<file path="src/rtl/fuse_pkg.sv">
`timescale 1ns/1ps
// fuse_pkg: shared constants, register/mode codes and width helpers for the
// fuse controller. Assumes register codes match the key decoder's encoding.
package fuse_pkg;
    localparam int NUM_REGS  = 3;
    localparam int MAG_W     = 8;
    localparam int SIGN_W    = 1;
    localparam int OUT_W     = 5;
    localparam int MAX_W     = 8;
    localparam int FALL_W    = 2;
    localparam int POL_BIT   = 2;
    localparam int LOCK_BIT  = 4;

    typedef enum logic [1:0] {
        FR_MAG  = 2'd0,
        FR_SIGN = 2'd1,
        FR_OUT  = 2'd2,
        FR_NONE = 2'd3
    } fuse_reg_e;

    typedef enum logic {
        FM_BURN = 1'b0,
        FM_READ = 1'b1
    } fuse_mode_e;

    // Number of fuses in register r.
    function automatic int reg_width(input int r);
        case (r)
            0:       return MAG_W;
            1:       return SIGN_W;
            2:       return OUT_W;
            default: return 0;
        endcase
    endfunction

    // Mask of the valid address bits of register r.
    function automatic logic [MAX_W-1:0] reg_mask(input logic [1:0] r);
        logic [MAX_W-1:0] m;
        for (int i = 0; i < MAX_W; i++)
            m[i] = (i < reg_width(int'(r)));
        return m;
    endfunction
endpackage

</file>
<file path="src/rtl/fuse_addr_shift.sv">
`timescale 1ns/1ps
// fuse_addr_shift: one-hot bit address. A load puts it at bit 0; a shift moves
// it up one place, and bits outside mask are dropped, so it goes to all-zero
// (nothing addressed) past the top bit. Load has priority over shift.
module fuse_addr_shift #(
    parameter int W = 8
) (
    input  logic         clk,
    input  logic         rst_n,
    input  logic         load,
    input  logic         shift,
    input  logic [W-1:0] mask,
    output logic [W-1:0] addr
);
    // Address register: clear, load bit 0, or shift up within the mask.
    always_ff @(posedge clk) begin
        if (!rst_n)
            addr <= '0;
        else if (load)
            addr <= {{(W-1){1'b0}}, 1'b1};
        else if (shift)
            addr <= (addr << 1) & mask;
    end
endmodule

</file>
<file path="src/rtl/fuse_bank.sv">
`timescale 1ns/1ps
// fuse_bank: set-only storage for one fuse register. Bits can only be set;
// only the fabrication clear resets them (the controller reset does not).
module fuse_bank #(
    parameter int W = 8
) (
    input  logic         clk,
    input  logic         clr_n,
    input  logic         set_en,
    input  logic [W-1:0] set_vec,
    output logic [W-1:0] bits
);
    // Sticky fuse bits: OR in the addressed bit on a burn.
    always_ff @(posedge clk) begin
        if (!clr_n)
            bits <= '0;
        else if (set_en)
            bits <= bits | set_vec;
    end
endmodule

</file>
<file path="src/rtl/fuse_sense.sv">
`timescale 1ns/1ps
// fuse_sense: read-back path. Drives 1 when enabled and the addressed fuse of
// the selected register is set. No polarity inversion is applied.
module fuse_sense #(
    parameter int NREG = 3,
    parameter int MAXW = 8
) (
    input  logic [NREG-1:0][MAXW-1:0] bank,
    input  logic [1:0]                sel,
    input  logic [MAXW-1:0]           addr,
    input  logic                      en,
    output logic                      rd
);
    // Pick the selected register and test the addressed bit.
    always_comb begin
        rd = 1'b0;
        for (int r = 0; r < NREG; r++)
            if (en && (int'(sel) == r))
                rd = |(bank[r] & addr);
    end
endmodule

</file>
<file path="src/rtl/fuse_blow_ctrl.sv">
`timescale 1ns/1ps
// fuse_blow_ctrl: burn/read-back controller for the magnitude, sign and
// output/lock fuse registers. Assumes strobes are single-cycle pulses from
// the key decoder and that rst_n models a supply cycle.
module fuse_blow_ctrl
    import fuse_pkg::*;
(
    input  logic              clk,
    input  logic              rst_n,
    input  logic              fab_clr_n,
    input  logic              sel_stb,
    input  logic [1:0]        sel_reg,
    input  logic              sel_mode,
    input  logic              mid_stb,
    input  logic              blow_stb,
    output logic              rd_bit,
    output logic              blow_done,
    output logic [MAG_W-1:0]  mag_code,
    output logic              mag_sign,
    output logic [FALL_W-1:0] fall_code,
    output logic              out_pol,
    output logic              lock_set
);
    logic                             act_q;
    fuse_reg_e                        reg_q;
    fuse_mode_e                       mode_q;
    logic                             done_q;
    logic [MAX_W-1:0]                 addr_q;
    logic [NUM_REGS-1:0][MAX_W-1:0]   bank_w;
    logic                             lock_now;
    logic                             sel_ok;
    logic                             burn_go;

    assign lock_now = bank_w[FR_OUT][LOCK_BIT];
    assign sel_ok   = sel_stb && !lock_now && (sel_reg != FR_NONE);
    assign burn_go  = blow_stb && !sel_stb && !mid_stb && act_q &&
                      (mode_q == FM_BURN) && !done_q && (|addr_q);

    // Session state: the selected register and mode, plus the one-burn flag.
    always_ff @(posedge clk) begin
        if (!rst_n) begin
            act_q  <= 1'b0;
            reg_q  <= FR_NONE;
            mode_q <= FM_BURN;
            done_q <= 1'b0;
        end else if (sel_stb) begin
            act_q  <= sel_ok;
            reg_q  <= fuse_reg_e'(sel_reg);
            mode_q <= fuse_mode_e'(sel_mode);
        end else if (burn_go) begin
            done_q <= 1'b1;
        end
    end

    fuse_addr_shift #(.W(MAX_W)) u_addr (
        .clk   (clk),
        .rst_n (rst_n),
        .load  (sel_ok),
        .shift (mid_stb && !sel_stb && act_q),
        .mask  (reg_mask(reg_q)),
        .addr  (addr_q)
    );

    for (genvar g = 0; g < NUM_REGS; g++) begin : g_bank
        localparam int W = reg_width(g);
        fuse_bank #(.W(W)) u_bank (
            .clk     (clk),
            .clr_n   (fab_clr_n),
            .set_en  (burn_go && (reg_q == fuse_reg_e'(2'(g)))),
            .set_vec (addr_q[W-1:0]),
            .bits    (bank_w[g][W-1:0])
        );
        if (W < MAX_W) begin : g_pad
            assign bank_w[g][MAX_W-1:W] = '0;
        end
    end

    fuse_sense #(.NREG(NUM_REGS), .MAXW(MAX_W)) u_sense (
        .bank (bank_w),
        .sel  (reg_q),
        .addr (addr_q),
        .en   (act_q && (mode_q == FM_READ)),
        .rd   (rd_bit)
    );

    assign blow_done = done_q;
    assign mag_code  = bank_w[FR_MAG][MAG_W-1:0];
    assign mag_sign  = bank_w[FR_SIGN][0];
    assign fall_code = bank_w[FR_OUT][FALL_W-1:0];
    assign out_pol   = bank_w[FR_OUT][POL_BIT];
    assign lock_set  = lock_now;
endmodule

</file>
<file path="config.mk">
export PLATFORM = sky130hd
export DESIGN_NAME = fuse_blow_ctrl
export DESIGN_NICKNAME = d
export VERILOG_FILES = /design/src/rtl/fuse_pkg.sv /design/src/rtl/fuse_addr_shift.sv /design/src/rtl/fuse_bank.sv /design/src/rtl/fuse_sense.sv /design/src/rtl/fuse_blow_ctrl.sv
export SDC_FILE = /design/constraint.sdc
export NUM_CORES = 1
export LEC_CHECK = 0
export ABC_AREA = 1
export ABC_CLOCK_PERIOD_IN_PS = 1300
export BUFFER_PORTS_ARGS = -buffer_cell sky130_fd_sc_hd__buf_2
export CAP_MARGIN = 20
export CELL_PAD_IN_SITES_DETAIL_PLACEMENT = 0
export CELL_PAD_IN_SITES_GLOBAL_PLACEMENT = 1
export CORE_AREA = 4 4 70 66
export DETAILED_ROUTE_END_ITERATION = 12
export DIE_AREA = 0 0 74 70
export PLACE_DENSITY_LB_ADDON = 0.1
export SLEW_MARGIN = 20
export SYNTH_ARGS = -nofsm -noshare
export SYNTH_HDL_FRONTEND = slang
export SYNTH_SLANG_ARGS = --single-unit
</file>
<file path="constraint.sdc">
create_clock -name clk -period 1.3 [get_ports clk]
set_clock_uncertainty 0.15 [all_clocks]
set_input_delay 0.26 -clock clk [delete_from_list [all_inputs] [get_ports clk]]
set_output_delay 0.26 -clock clk [all_outputs]
set_load 0.02 [all_outputs]
</file>
==> run_results.csv <==
group,metric,value,unit
power,p_sw,0.364,mW
sta,fmax,0.595,GHz
detailed_routing,route.detailed.drc,0,
detailed_routing,drt-pass1-iter-count,4,
cts,clk_latency,0.27,ns
sta,drv_slew,0,
setup_path,worst_r2r_path_depth,10,
setup_path,r2r-start,"u_addr.addr[4]",
placed_design,dpl.hpwl,2.57,mm
grt,antenna_found_initial,0,
setup_path,crit_slowest_cell,"dfxtp_2",
setup_path,r2r_end,"blow_done",
layout,num_antenna_cells,0,
cts,htree_levels,1,
power,fin_total_pwr,1.48,mW
floorplan,dieArea,5180,um2
power,powerDensity,769,nW/um2
synthesis,syn_avg_cell_area,7.61,um2
sta,slew_headroom,0.842,
setup_path,worst_path_most_repeated_cell,"nand2_2",
power,pwr-share-seq,0.568,
power,p_leak,0.806,nW
layout,mostFrequentLayoutCells,"29 x buf_4, 25 x inv_1, 22 x nand2_1",
grt,grt.overflow.total,0,
layout,layout-drive-gt1-share,0.498,
synthesis,ys_seq_elements,27,
layout,layout.nets,235,
setup_path,cp_cell_sequence,"nand2_2 -> nand2_2 -> nor2_2 -> nand4_1 -> nand2_1 -> nand3_2 -> buf_6",
worst_hold_path,timing.hold.worst.class,"input pin to register",
outcome,status,"finished with violations",
placed_design,io_buffers,23,
detailed_routing,vias,1249,
detailed_routing,antenna_left,0,
grt,grt_max_degree,16,
worst_hold_path,worst_hold_path.num_cells,3,
floorplan,start_util,0.332,
worst_hold_path,whs_endpoint,"mode_q",
power,p_sw_frac,0.245,
sta,worstMarginPinSlew,0.237,ns
sta,setup_violations,16,
cts,cts_root_buf,"clkbuf_8",
detailed_routing,routedWlPerCell,13.1,um
grt,grt_pass1_wl,5.83,mm
setup_path,cp_max_fo,3,
sta,whs,0.0667,ns
grt,grt_use_met2,0.229,
sta,rsz0062_at_grt,"true",
synthesis,synthCells,172,
cts,cts_tree,"yes",
placed_design,dpl.cell_count,261,
synthesis,syn_nets,181,
layout,final_cell_count_no_fill,273,
layout,final_common_cell,"buf_4",
sta,period_share,1.29,
detailed_routing,viasPerCell,4.58,
setup_path,r2r_setup_slack,-0.25,ns
floorplan,ios,24,
power,cell_internal_pwr,1.12,mW
worst_hold_path,min_from,"sel_mode",
setup_path,cp.arrival,1.27,ns
synthesis,synth_cell_type_count,18,
sta,layout_min_cycle_time,1.68,ns
grt,grt_pass1_vias,1209,
layout,postLayoutCellArea,1930,um2
grt,grt.met3_usage,0.0388,
setup_path,start_kind,"register",
synthesis,yosysSeqAreaShare,0.413,
power,p_comb_frac,0.109,
grt,grt_usage,0.144,
grt,met1_usage,0.196,
synthesis,ys.warnings.count,0,
outcome,violations,"setup timing",
floorplan,die_h,70,um
cts,clk_pin_slew,0.09,ns
layout,syn2layout_area_growth,47.6,%
cts,cts_made_buffers,3,
setup_path,max_stage_delay,0.35,ns
detailed_routing,drt_iter0_drc,64,
placed_design,place.gp.congestion,0.848,
detailed_routing,drt-total-wl,3.57,mm
sta,worst_slack,-0.380,ns
floorplan,placementRows,22,
power,pwr-share-clk,0.323,
synthesis,synth_area,1310,um2
job,cap_viol_max_count,0,
floorplan,fp.dieW,74,um
setup_path,worstSetupPathType,"register to primary output",
setup_path,crit_required,0.89,ns
floorplan,core,3940,um2
setup_path,end_kind,"primary output",
layout,fill_cells,399,
cts,numClockSinks,27,
power,ir_drop,0.709,mV
cts,cts_max_path_buffers,2,
grt,busiest_layer,"met2",
sta,hold_violations,0,
placed_design,placed_area,1650,um2
[registers in the layout (all words and copies together), names as in the netlist]
| name | cells |
|---|---|
| g_bank.u_bank.bits | 14 |
| u_addr.addr | 8 |
| reg_q | 2 |
| blow_done | 1 |
| mode_q | 1 |
| act_q | 1 |
[layer usage]
layer | wire [um] | part of all wire
met4 | 19 | 0.0053
met3 | 177 | 0.050
met2 | 1690 | 0.47
met5 | 0 | 0
met1 | 1680 | 0.47
[metrics by stage]
| step | setup TNS, ns | setup slack (ns) | util |
|---|---|---|---|
| 5_1_grt | -4.15 | -0.494 | 0.491 |
| 3_3_place_gp | -0.989 | -0.146 | 0.420 |
| 3_5_place_dp | -0.913 | -0.173 | 0.420 |
| 4_1_cts | -4.76 | -0.411 | 0.466 |
| 6_report | -2.80 | -0.380 | 0.491 |
| 2_1_floorplan | -0.00609 | -0.00609 | - |
[worst max-delay path by stage]
stage / endpoint / from / slack [ns] / depth (start not counted)
after floorplan: rd_bit / u_addr.addr[0] / -0.006 / 5
after global placement: rd_bit / u_addr.addr[4] / -0.15 / 7
after detailed placement: rd_bit / u_addr.addr[4] / -0.17 / 7
after CTS: rd_bit / u_addr.addr[2] / -0.41 / 7
after global routing: rd_bit / u_addr.addr[0] / -0.49 / 7
final: rd_bit / u_addr.addr[5] / -0.38 / 7
[synthesized netlist by cell type]
cell	number	area share
dfxtp_1	27	0.41
a21oi_1	18	0.069
buf_2	2	0.0076
nand3_1	14	0.054
clkbuf_1	1	0.0029
nand3_2	9	0.069
nand2_1	29	0.083
nor2_1	13	0.037
nand4_1	2	0.0096
nand2_2	1	0.0048
buf_4	10	0.057
a211oi_1	1	0.0057
inv_1	26	0.075
o21ai_0	5	0.019
a21oi_2	8	0.054
buf_8	1	0.011
nor3_1	3	0.011
nor2_4	2	0.017
[power groups by stage]
| stage | clock, mW | sequential [mW] | combinational, mW |
|---|---|---|---|
| after global placement | 0 | 0.868 | 0.142 |
| final | 0.480 | 0.843 | 0.162 |
| after CTS | 0.511 | 0.845 | 0.146 |
| after detailed placement | 0 | 0.869 | 0.143 |
| after floorplan | 0 | 0.865 | 0.0653 |
| after global routing | 0.543 | 0.845 | 0.176 |
[logic make-up (layout without fill, tap and decap cells)]
family / after synthesis / after routing / share of synthesized area
compound gates: 32 / 32 / 0.147
buf+inv: 40 / 93 / 0.154
flops: 27 / 27 / 0.413
simple gates: 73 / 73 / 0.286
[worst max-delay path, delay by kind of cell, from the launching register on]
family,cells,cell delay (ns)
buffers and inverters,1,0.14
flip-flops,1,0.35
AND/OR/NAND/NOR,6,0.51
[timing repair]
item / 4_1_cts / 5_1_grt
pin swaps: 5 / 7
endpoints found under the setup margin: 20 / 28
resized for setup: 22 / 33
setup buffers: 6 / 2
cloned: 1 / 1
hold buffers: 0 / 0
[cell type report]
cell class / count / area [um2] / share of cell area
sequential: 27 / 564 / 0.292
timing repair buffer: 63 / 532 / 0.275
multi-input combinational: 105 / 632 / 0.327
clock inverter: 1 / 5.00 / 0.00259
tap: 48 / 60.1 / 0.0311
inverter: 26 / 97.6 / 0.0505
clock buffer: 3 / 41.3 / 0.0214
Note: power is estimated with default switching activity, not from simulation.
